**src/rtl/exc_pkg.sv**
```systemverilog
package exc_pkg;

    localparam logic [2:0] C_NONE  = 3'd0;
    localparam logic [2:0] C_PGFLT = 3'd1;
    localparam logic [2:0] C_MISAL = 3'd2;
    localparam logic [2:0] C_PROT  = 3'd3;
    localparam logic [2:0] C_UNDEF = 3'd4;
    localparam logic [2:0] C_ARITH = 3'd5;
    localparam logic [2:0] C_BRK   = 3'd6;

    typedef enum logic [1:0] {ST_IF, ST_ID, ST_EX, ST_MEM} stage_e;

    typedef struct packed {
        logic       valid;
        logic       exc;
        logic [2:0] cause;
    } exc_info_t;

    // Legal for the stage and not dropped by its mask bit.
    function automatic logic cause_ok(stage_e s, logic [2:0] c, logic [2:0] m);
        logic legal;
        logic masked;
        unique case (s)
            ST_IF, ST_MEM: legal = (c == C_PGFLT) || (c == C_MISAL) || (c == C_PROT);
            ST_ID:         legal = (c == C_UNDEF) || (c == C_BRK);
            ST_EX:         legal = (c == C_ARITH);
        endcase
        masked = ((c == C_ARITH) && m[0]) || ((c == C_MISAL) && m[1]) ||
                 ((c == C_BRK) && m[2]);
        return legal && !masked;
    endfunction

    // First fault on an instruction is kept.
    function automatic exc_info_t merge(exc_info_t i, stage_e s, logic r,
                                        logic [2:0] c, logic [2:0] m);
        exc_info_t o;
        o = i;
        if (i.valid && !i.exc && r && cause_ok(s, c, m)) begin
            o.exc   = 1'b1;
            o.cause = c;
        end
        return o;
    endfunction

endpackage

```
**src/rtl/exc_stage.sv**
```systemverilog
module exc_stage
    import exc_pkg::*;
#(
    parameter int     PC_W  = 32,
    parameter stage_e STAGE = ST_ID
) (
    input  logic            clk,
    input  logic            rst_n,
    input  logic            kill,
    input  exc_info_t       d_info,
    input  logic [PC_W-1:0] d_pc,
    input  logic            raise_i,
    input  logic [2:0]      cause_i,
    input  logic [2:0]      mask_i,
    output logic [PC_W-1:0] q_pc,
    output exc_info_t       eff_o
);

    exc_info_t q_info;

    always_ff @(posedge clk or negedge rst_n) begin
        if (!rst_n) begin
            q_info <= '0;
            q_pc   <= '0;
        end else if (kill) begin
            q_info <= '0;
            q_pc   <= d_pc;
        end else begin
            q_info <= d_info;
            q_pc   <= d_pc;
        end
    end

    always_comb eff_o = merge(q_info, STAGE, raise_i, cause_i, mask_i);

endmodule

```
**src/rtl/exc_commit.sv**
```systemverilog
module exc_commit
    import exc_pkg::*;
#(
    parameter int              PC_W        = 32,
    parameter int              NSAVE       = 3,
    parameter logic [PC_W-1:0] HANDLER_VEC = '0
) (
    input  logic                       clk,
    input  logic                       rst_n,
    input  exc_info_t                  mem_info,
    input  logic [3:0][PC_W-1:0]       cand,
    output logic                       mem_wr_ok,
    output logic                       rf_wr_ok,
    output logic                       flush,
    output logic                       trap_pulse,
    output logic [2:0]                 trap_cause,
    output logic [NSAVE*PC_W-1:0]      trap_pcs,
    output logic                       fetch_redirect,
    output logic [PC_W-1:0]            redirect_pc,
    output logic                       fetch_hold
);

    typedef enum logic {S_RUN, S_TRAP} state_e;

    state_e state_q, state_d;
    logic   detect;
    logic   wb_q;
    logic   brk;
    logic [2:0] cause_q;
    logic [NSAVE-1:0][PC_W-1:0] save_q;

    assign detect = (state_q == S_RUN) && mem_info.valid && mem_info.exc;
    assign brk    = (mem_info.cause == C_BRK);

    always_comb begin
        unique case (state_q)
            S_RUN:  state_d = detect ? S_TRAP : S_RUN;
            S_TRAP: state_d = S_RUN;
        endcase
    end

    always_ff @(posedge clk or negedge rst_n) begin
        if (!rst_n) begin
            state_q <= S_RUN;
            wb_q    <= 1'b0;
            cause_q <= C_NONE;
        end else begin
            state_q <= state_d;
            wb_q    <= mem_wr_ok;
            if (detect) cause_q <= mem_info.cause;
        end
    end

    for (genvar g = 0; g < NSAVE; g++) begin : g_slot
        always_ff @(posedge clk or negedge rst_n) begin
            if (!rst_n)      save_q[g] <= '0;
            else if (detect) save_q[g] <= brk ? cand[g+1] : cand[g];
        end
        assign trap_pcs[g*PC_W +: PC_W] = save_q[g];
    end

    always_comb begin
        mem_wr_ok      = 1'b0;
        flush          = 1'b0;
        trap_pulse     = 1'b0;
        fetch_redirect = 1'b0;
        fetch_hold     = 1'b0;
        redirect_pc    = '0;
        unique case (state_q)
            S_RUN: begin
                mem_wr_ok = mem_info.valid && !mem_info.exc;
                flush     = detect;
            end
            S_TRAP: begin
                trap_pulse     = 1'b1;
                fetch_redirect = 1'b1;
                fetch_hold     = 1'b1;
                redirect_pc    = HANDLER_VEC;
            end
        endcase
    end

    assign rf_wr_ok   = wb_q;
    assign trap_cause = cause_q;

endmodule

```
**src/rtl/exc_tracker.sv**
```systemverilog
module exc_tracker
    import exc_pkg::*;
#(
    parameter int              PC_W        = 32,
    parameter int              NSAVE       = 3,
    parameter logic [PC_W-1:0] HANDLER_VEC = 32'h0000_0080
) (
    input  logic                  clk,
    input  logic                  rst_n,
    input  logic                  fetch_valid,
    input  logic [PC_W-1:0]       fetch_pc,
    input  logic                  raise_if,
    input  logic [2:0]            cause_if,
    input  logic                  raise_id,
    input  logic [2:0]            cause_id,
    input  logic                  raise_ex,
    input  logic [2:0]            cause_ex,
    input  logic                  raise_mem,
    input  logic [2:0]            cause_mem,
    input  logic [2:0]            mask_en,
    output logic                  mem_wr_ok,
    output logic                  rf_wr_ok,
    output logic                  flush,
    output logic                  trap_pulse,
    output logic [2:0]            trap_cause,
    output logic [NSAVE*PC_W-1:0] trap_pcs,
    output logic                  fetch_redirect,
    output logic [PC_W-1:0]       redirect_pc,
    output logic                  fetch_hold
);

    localparam int NSTG = 4;

    logic [NSTG-1:0]            raise_v;
    logic [NSTG-1:0][2:0]       cause_v;
    exc_info_t [NSTG-1:0]       eff;
    logic [NSTG-1:0][PC_W-1:0]  pc;
    logic [NSTG-1:0][PC_W-1:0]  cand;
    exc_info_t                  if_info;
    logic                       kill;

    assign raise_v = {raise_mem, raise_ex, raise_id, raise_if};
    assign cause_v = {cause_mem, cause_ex, cause_id, cause_if};
    assign kill    = flush || fetch_hold;

    assign if_info = '{valid: fetch_valid, exc: 1'b0, cause: C_NONE};
    assign eff[0]  = merge(if_info, ST_IF, raise_v[0], cause_v[0], mask_en);
    assign pc[0]   = fetch_pc;

    for (genvar g = 1; g < NSTG; g++) begin : g_stg
        exc_stage #(.PC_W(PC_W), .STAGE(stage_e'(g))) u_stg (
            .clk     (clk),
            .rst_n   (rst_n),
            .kill    (kill),
            .d_info  (eff[g-1]),
            .d_pc    (pc[g-1]),
            .raise_i (raise_v[g]),
            .cause_i (cause_v[g]),
            .mask_i  (mask_en),
            .q_pc    (pc[g]),
            .eff_o   (eff[g])
        );
    end

    for (genvar j = 0; j < NSTG; j++) begin : g_cand
        assign cand[j] = pc[NSTG-1-j];
    end

    exc_commit #(.PC_W(PC_W), .NSAVE(NSAVE), .HANDLER_VEC(HANDLER_VEC)) u_commit (
        .clk            (clk),
        .rst_n          (rst_n),
        .mem_info       (eff[NSTG-1]),
        .cand           (cand),
        .mem_wr_ok      (mem_wr_ok),
        .rf_wr_ok       (rf_wr_ok),
        .flush          (flush),
        .trap_pulse     (trap_pulse),
        .trap_cause     (trap_cause),
        .trap_pcs       (trap_pcs),
        .fetch_redirect (fetch_redirect),
        .redirect_pc    (redirect_pc),
        .fetch_hold     (fetch_hold)
    );

endmodule

```
**config.mk**
```make
export PLATFORM = sky130hd
export DESIGN_NAME = exc_tracker
export DESIGN_NICKNAME = d
export VERILOG_FILES = /design/src/rtl/exc_pkg.sv /design/src/rtl/exc_stage.sv /design/src/rtl/exc_commit.sv /design/src/rtl/exc_tracker.sv
export SDC_FILE = /design/constraint.sdc
export NUM_CORES = 1
export LEC_CHECK = 0
export BUFFER_PORTS_ARGS = -buffer_cell sky130_fd_sc_hd__buf_2
export CORE_ASPECT_RATIO = 1.25
export CORE_UTILIZATION = 47
export DETAILED_ROUTE_END_ITERATION = 6
export GPL_TIMING_DRIVEN = 0
export PLACE_DENSITY = 0.74
export SYNTH_ARGS = -nofsm -noshare
export SYNTH_HDL_FRONTEND = slang
export SYNTH_SLANG_ARGS = --single-unit
```
**constraint.sdc**
```tcl
create_clock -name clk -period 2.05 [get_ports clk]
set_input_delay 0.41 -clock clk [delete_from_list [all_inputs] [get_ports clk]]
set_output_delay 0.41 -clock clk [all_outputs]
set_load 0.1 [all_outputs]
```
---- Word level (Yosys, flattened, before mapping) ----
Cells that the tools add are included.
operators by class
  equality and inequality tests ........... 18
  muxes and demuxes ....................... 16
  bitwise logic cells ..................... 1
  reduce and logical (&&, ||, !) cells .... 52
operators with widths
  operator            count
  $mux 32             3
  $eq 3x3->1 const B  10
  $logic_and 1x1->1   30
  $eq 3x2->1 const B  6
  $mux 4              4
  $mux 5              3
  $logic_or 1x1->1    14
  $logic_not 1->1     8
  $mux 8              1
  $eq 3x1->1 const B  2
  $mux 1              4
  $pmux 1 s2          1
  $not 1->1           1
word-level totals
  bits in registers ....................... 212
  output and inout bits ................... 137
  word-level logic and storage cells ...... 105

---- Longest topological paths before layout ----
  word-level depth ........................ 12
  mapped depth ............................ 7

---- Cells and area by module ----
Synthesis repeated with hierarchy kept, for this count alone.
second synthesis, totals
  cells, all modules ...................... 731
  area, all modules ....................... 7,956.4 um^2
by module, submodules not included
  module                      instances  cells each  area an instance (um^2)  seq. area each (um^2)
  exc_commit                  1          570         4,798.4                  2,527.4
  exc_stage (g_stg[3].u_stg)  1          53          1,034.7                  925.9
  exc_stage (g_stg[2].u_stg)  1          49          1,029.7                  925.9
  exc_stage (g_stg[1].u_stg)  1          50          1,028.5                  925.9
  exc_tracker                 1          9           65.1                     0.0

---- Worst setup path before layout ----
Ideal clock, no wire load.
  kind .................................... register -> output
  from .................................... reg u_commit.state_q
  to ...................................... out mem_wr_ok
  arrival time ............................ 3,496 ps
  data required time ...................... 1,640 ps
  slack ................................... -1,856 ps
  cell stages (with the launch flop) ...... 3
  buffers on the path ..................... 0
  path through ............................ dfrtp_1 -> nor2b_1 -> nor3b_1
on the way
  word-level cells in the longest chain between the ends .. 1
ends and longest elaborated chain
  what                    RTL line           RTL
  start, declared         exc_commit.sv:25   state_e state_q, state_d;
  start signal, assigned  exc_commit.sv:48   state_q <= state_d;
  $mux 1                  exc_commit.sv:69   unique case (state_q)
  end, declared           exc_tracker.sv:21  output logic mem_wr_ok,
Every way passes these cells.

---- Worst setup path in the final report ----
  from .................................... reg g_stg[3].u_stg.q_info[3] in the netlist's numbering
  to ...................................... out flush
on the way
  word-level cells in the longest chain between the ends .. 7
ends and longest elaborated chain
  what                             RTL line           RTL
  start, declared                  exc_stage.sv:19    exc_info_t q_info;
  start signal, assigned           exc_stage.sv:29    q_info <= d_info;
  $logic_not 1->1                  exc_pkg.sv:38      if (i.valid && !i.exc && r && cause_ok(s, c, m)) begin
  $logic_and 1x1->1 (3 in series)  exc_pkg.sv:38
  $mux 4 (*)                       exc_pkg.sv:38
  $logic_and 1x1->1 (*)            exc_commit.sv:32   assign detect = (state_q == S_RUN) && mem_info.valid && mem_info.exc;
  $mux 1 (*)                       exc_commit.sv:69
  end, declared                    exc_tracker.sv:23  output logic flush,
Every way passes the cells marked *; elsewhere a longest branch is shown, timed or not.

==> impl_metrics.py <==
metrics = {
    "clocking": {
        "cts_made_buffers": 21,
        "h-tree-depth": 1,
        "ctsHoldBuffers": 0,
        "numClockSinks": 212,
        "cts_root_buffer": "clkbuf_16",
        "clock_latency_ns": 0.49,
        "cts_buffer_depth": 3,
        "clkSlewWorstSetupHoldPaths_ns": 0.06,
        "cts_tree": "built",
    },
    "floorplan": {
        "die_area_um2": 18420,
        "die_h_um": 151.5,
        "placementRows": 54,
        "floorplan.io_pins": 191,
        "floorplan.die.width_um": 121.6,
        "floorplan.core_area_um2": 17500,
        "start_util_pct": 48.01,
    },
    "routing": {
        "route.final.wire_length_mm": 23.74,
        "drt_iter0_markers": 566,
        "drt_pre_antenna_iters": 5,
        "dr_total_vias": 6912,
        "vias_per_cell": 5.684,
        "drcViolationCount": 0,
        "drtAntennaViolNets": 0,
        "routed_wire_length_per_instance_um": 19.52,
    },
    "worst_setup_path": {
        "crit_required_ns": 1.64,
        "startpoint_type": "register",
        "worst_ep_arrival_time_ns": 1.78,
        "timing.critical_path.fanout_max": 3,
        "critical_path_class": "reg2out",
        "critPathCaptureType": "output port",
    },
    "status": {
        "status": "finished with violations",
        "failed_checks": "hold timing, setup timing",
    },
    "grt": {
        "largest_net_degree_at_the_start_of_global_routing": 108,
        "grt_first_pass_wirelength_mm": 36.63,
        "grt_pass1_vias": 6967,
        "grt_overflow": 0,
        "grt_usage_pct": 25.85,
        "grt_antenna_before_repair": 1,
    },
    "synthesis": {
        "yosys.cell_types.count": 36,
        "synth_seq_cells": 212,
        "postSynthCellCount": 751,
        "ys.warnings.count": 0,
        "synth_area_um2": 8401,
        "synth.yosys.seq_area_share_pct": 63.15,
        "synthesis.area_per_instance_um2": 11.19,
    },
    "placement": {
        "routabilityCongestion": 0.8598,
        "placedInstanceArea_um2": 9663,
        "dp.final_hpwl_mm": 16.05,
        "place.detailed.instances": 1166,
        "portBuffers": 159,
    },
    "timing": {
        "final_hold_slack_ns": -0.05751,
        "finalSetupViolations": 2,
        "final_max_slew_viol_count": 0,
        "layout_setup_ws_ns": -0.1398,
        "totalNegativeSetupSlack_ns": -0.2525,
        "max_freq_mhz": 456.7,
        "relSlewSlack_pct": 42.01,
        "layout_worst_path_cycle_share_pct": 106.8,
        "worst_slew_pin_slew_ns": 0.8578,
        "post-route-min-period_ns": 2.190,
        "rsz0062_at_grt": "yes",
        "count_of_endpoints_failing_hold_in_the_final_timing_report": 40,
        "clock-skew-final_ns": 0.006014,
    },
    "finish": {
        "layout.nets": 1032,
        "syn_to_final_growth_pct": 26.80,
        "final_area_um2": 10650,
        "layout.cells.most_common": "dfrtp_1",
        "layout.cells.non_filler": 1216,
        "post_route_cells_drive_above_1_share_pct": 31.89,
        "layout.cells.most_common_list": "dfrtp_1, buf_2, nor2_1, a21oi_1, o21ai_0",
        "multi_input_area_um2": 2774,
        "layout.area.seq_um2": 5308,
        "layout.filler_cells": 1486,
    },
    "job": {
        "drv_cap": 0,
    },
    "worst_hold_path": {
        "hold_path.class": "in2async",
    },
}
==> layout make-up <==
cell class                 instances  area share (%)
tap                              224           2.631
clock inverter                    10           1.175
timing repair buffer             174           9.092
buffer                           105           5.850
sequential                       212           49.83
antenna                            1         0.02349
clock buffer                      26           5.298
inverter                           1         0.05873
multi-input combinational        463           26.04
==> worst max-delay path, stage by stage (launching register included) <==
cell      delay (ns)
dfrtp_2         0.41
and4bb_4        0.35
o221ai_4        0.14
inv_4           0.12
buf_8           0.11
buf_12          0.16
==> cells in the mapped netlist <==
cell type	count	area, µm²
nand4b_1	1	8.760
nor2b_1	5	31.28
nor2_1	97	364.1
clkbuf_2	2	10.01
nor3_1	1	5.000
nand2_1	7	26.28
nand3_1	1	5.000
a32oi_1	1	8.760
a31oi_1	1	6.260
o21ai_0	91	455.4
inv_2	1	3.750
o221ai_4	1	26.28
dfrtp_1	212	5305
and4_1	1	8.760
clkbuf_1	51	191.4
conb_1	1	3.750
nor4b_2	1	15.01
o21a_1	6	45.04
buf_1	2	7.510
a21oi_1	96	480.5
nor4b_4	1	23.77
o21ai_1	7	35.03
or2_2	1	6.260
o21ai_2	1	8.760
nor2_2	1	6.260
buf_4	44	330.3
nor4b_1	1	8.760
and3_1	1	6.260
nand2b_1	1	6.260
and2_1	4	25.02
and4bb_4	1	16.27
nor3b_1	3	22.52
nand4_1	1	6.260
a41oi_1	96	840.8
mux2i_1	1	10.01
buf_2	8	40.04
==> worst paths after layout <==
path                                          startpoint                      end  slack [ns]  depth (start not counted)
worst min register to register   g_stg[1].u_stg.q_pc[17]  g_stg[2].u_stg.q_pc[17]        0.39                          0
worst max register to register  g_stg[3].u_stg.q_info[3]    u_commit.trap_pcs[86]        0.03                          8
worst max-delay path            g_stg[3].u_stg.q_info[3]                    flush       -0.14                          5
max in group asynchronous                          rst_n         u_commit.state_q        1.07                          2
min in group clk                             fetch_pc[2]   g_stg[1].u_stg.q_pc[2]        0.04                          1
worst min-delay path                               rst_n    u_commit.trap_pcs[40]       -0.06                          1
==> kinds of logic (layout without fill, tap and decap cells) <==
kind of cell           Yosys count  count (layout)  synth area share, %
DFF                            212             212                63.15
buffers and inverters          108             316                6.941
AOI/OAI and AO/OA              300             301                22.70
other                            1              33              0.04464
muxes                            1               1               0.1192
and+or+nand+nor                129             129                7.045
==> state kept, by name (all words and copies together), names as in the netlist <==
| register | count |
|---|---|
| g_stg.u_stg.eff_o | 3 |
| g_stg.u_stg.q_info | 12 |
| g_stg.u_stg.q_pc | 96 |
| u_commit.rf_wr_ok | 1 |
| u_commit.state_q | 1 |
| u_commit.trap_cause | 3 |
| u_commit.trap_pcs | 96 |
==> routing by layer <==
layer  up-vias  global-route usage, %  part of all wire (%)
met3        55                  4.491                   7.0
met1      3442                  32.62                    39
li1       3133                      -                     -
met4         0                  10.00                   3.0
met2       282                  44.35                    51
met5         -                      0                     0
==> per-stage QoR <==
| step | setup slack (ns) | util [%] |
|---|---|---|
| detailed placement | -0.4136 | 55.22 |
| global route | -0.1745 | 60.87 |
| floorplan | -0.2911 | - |
| CTS | -0.1495 | 59.96 |
| global placement | -3.339 | 55.01 |
| finish | -0.1398 | 60.87 |
==> repair_timing <==
action / 4_1_cts / 5_1_grt
endpoints found under the setup margin: 46 / 67
gates resized for setup: 21 / 61
gates cloned: 1 / 0
pin swaps: 3 / 0
setup buffers: 13 / 1
Power is not shown: default switching activity piles up to over one toggle a cycle in this logic, so the estimate is an artifact.
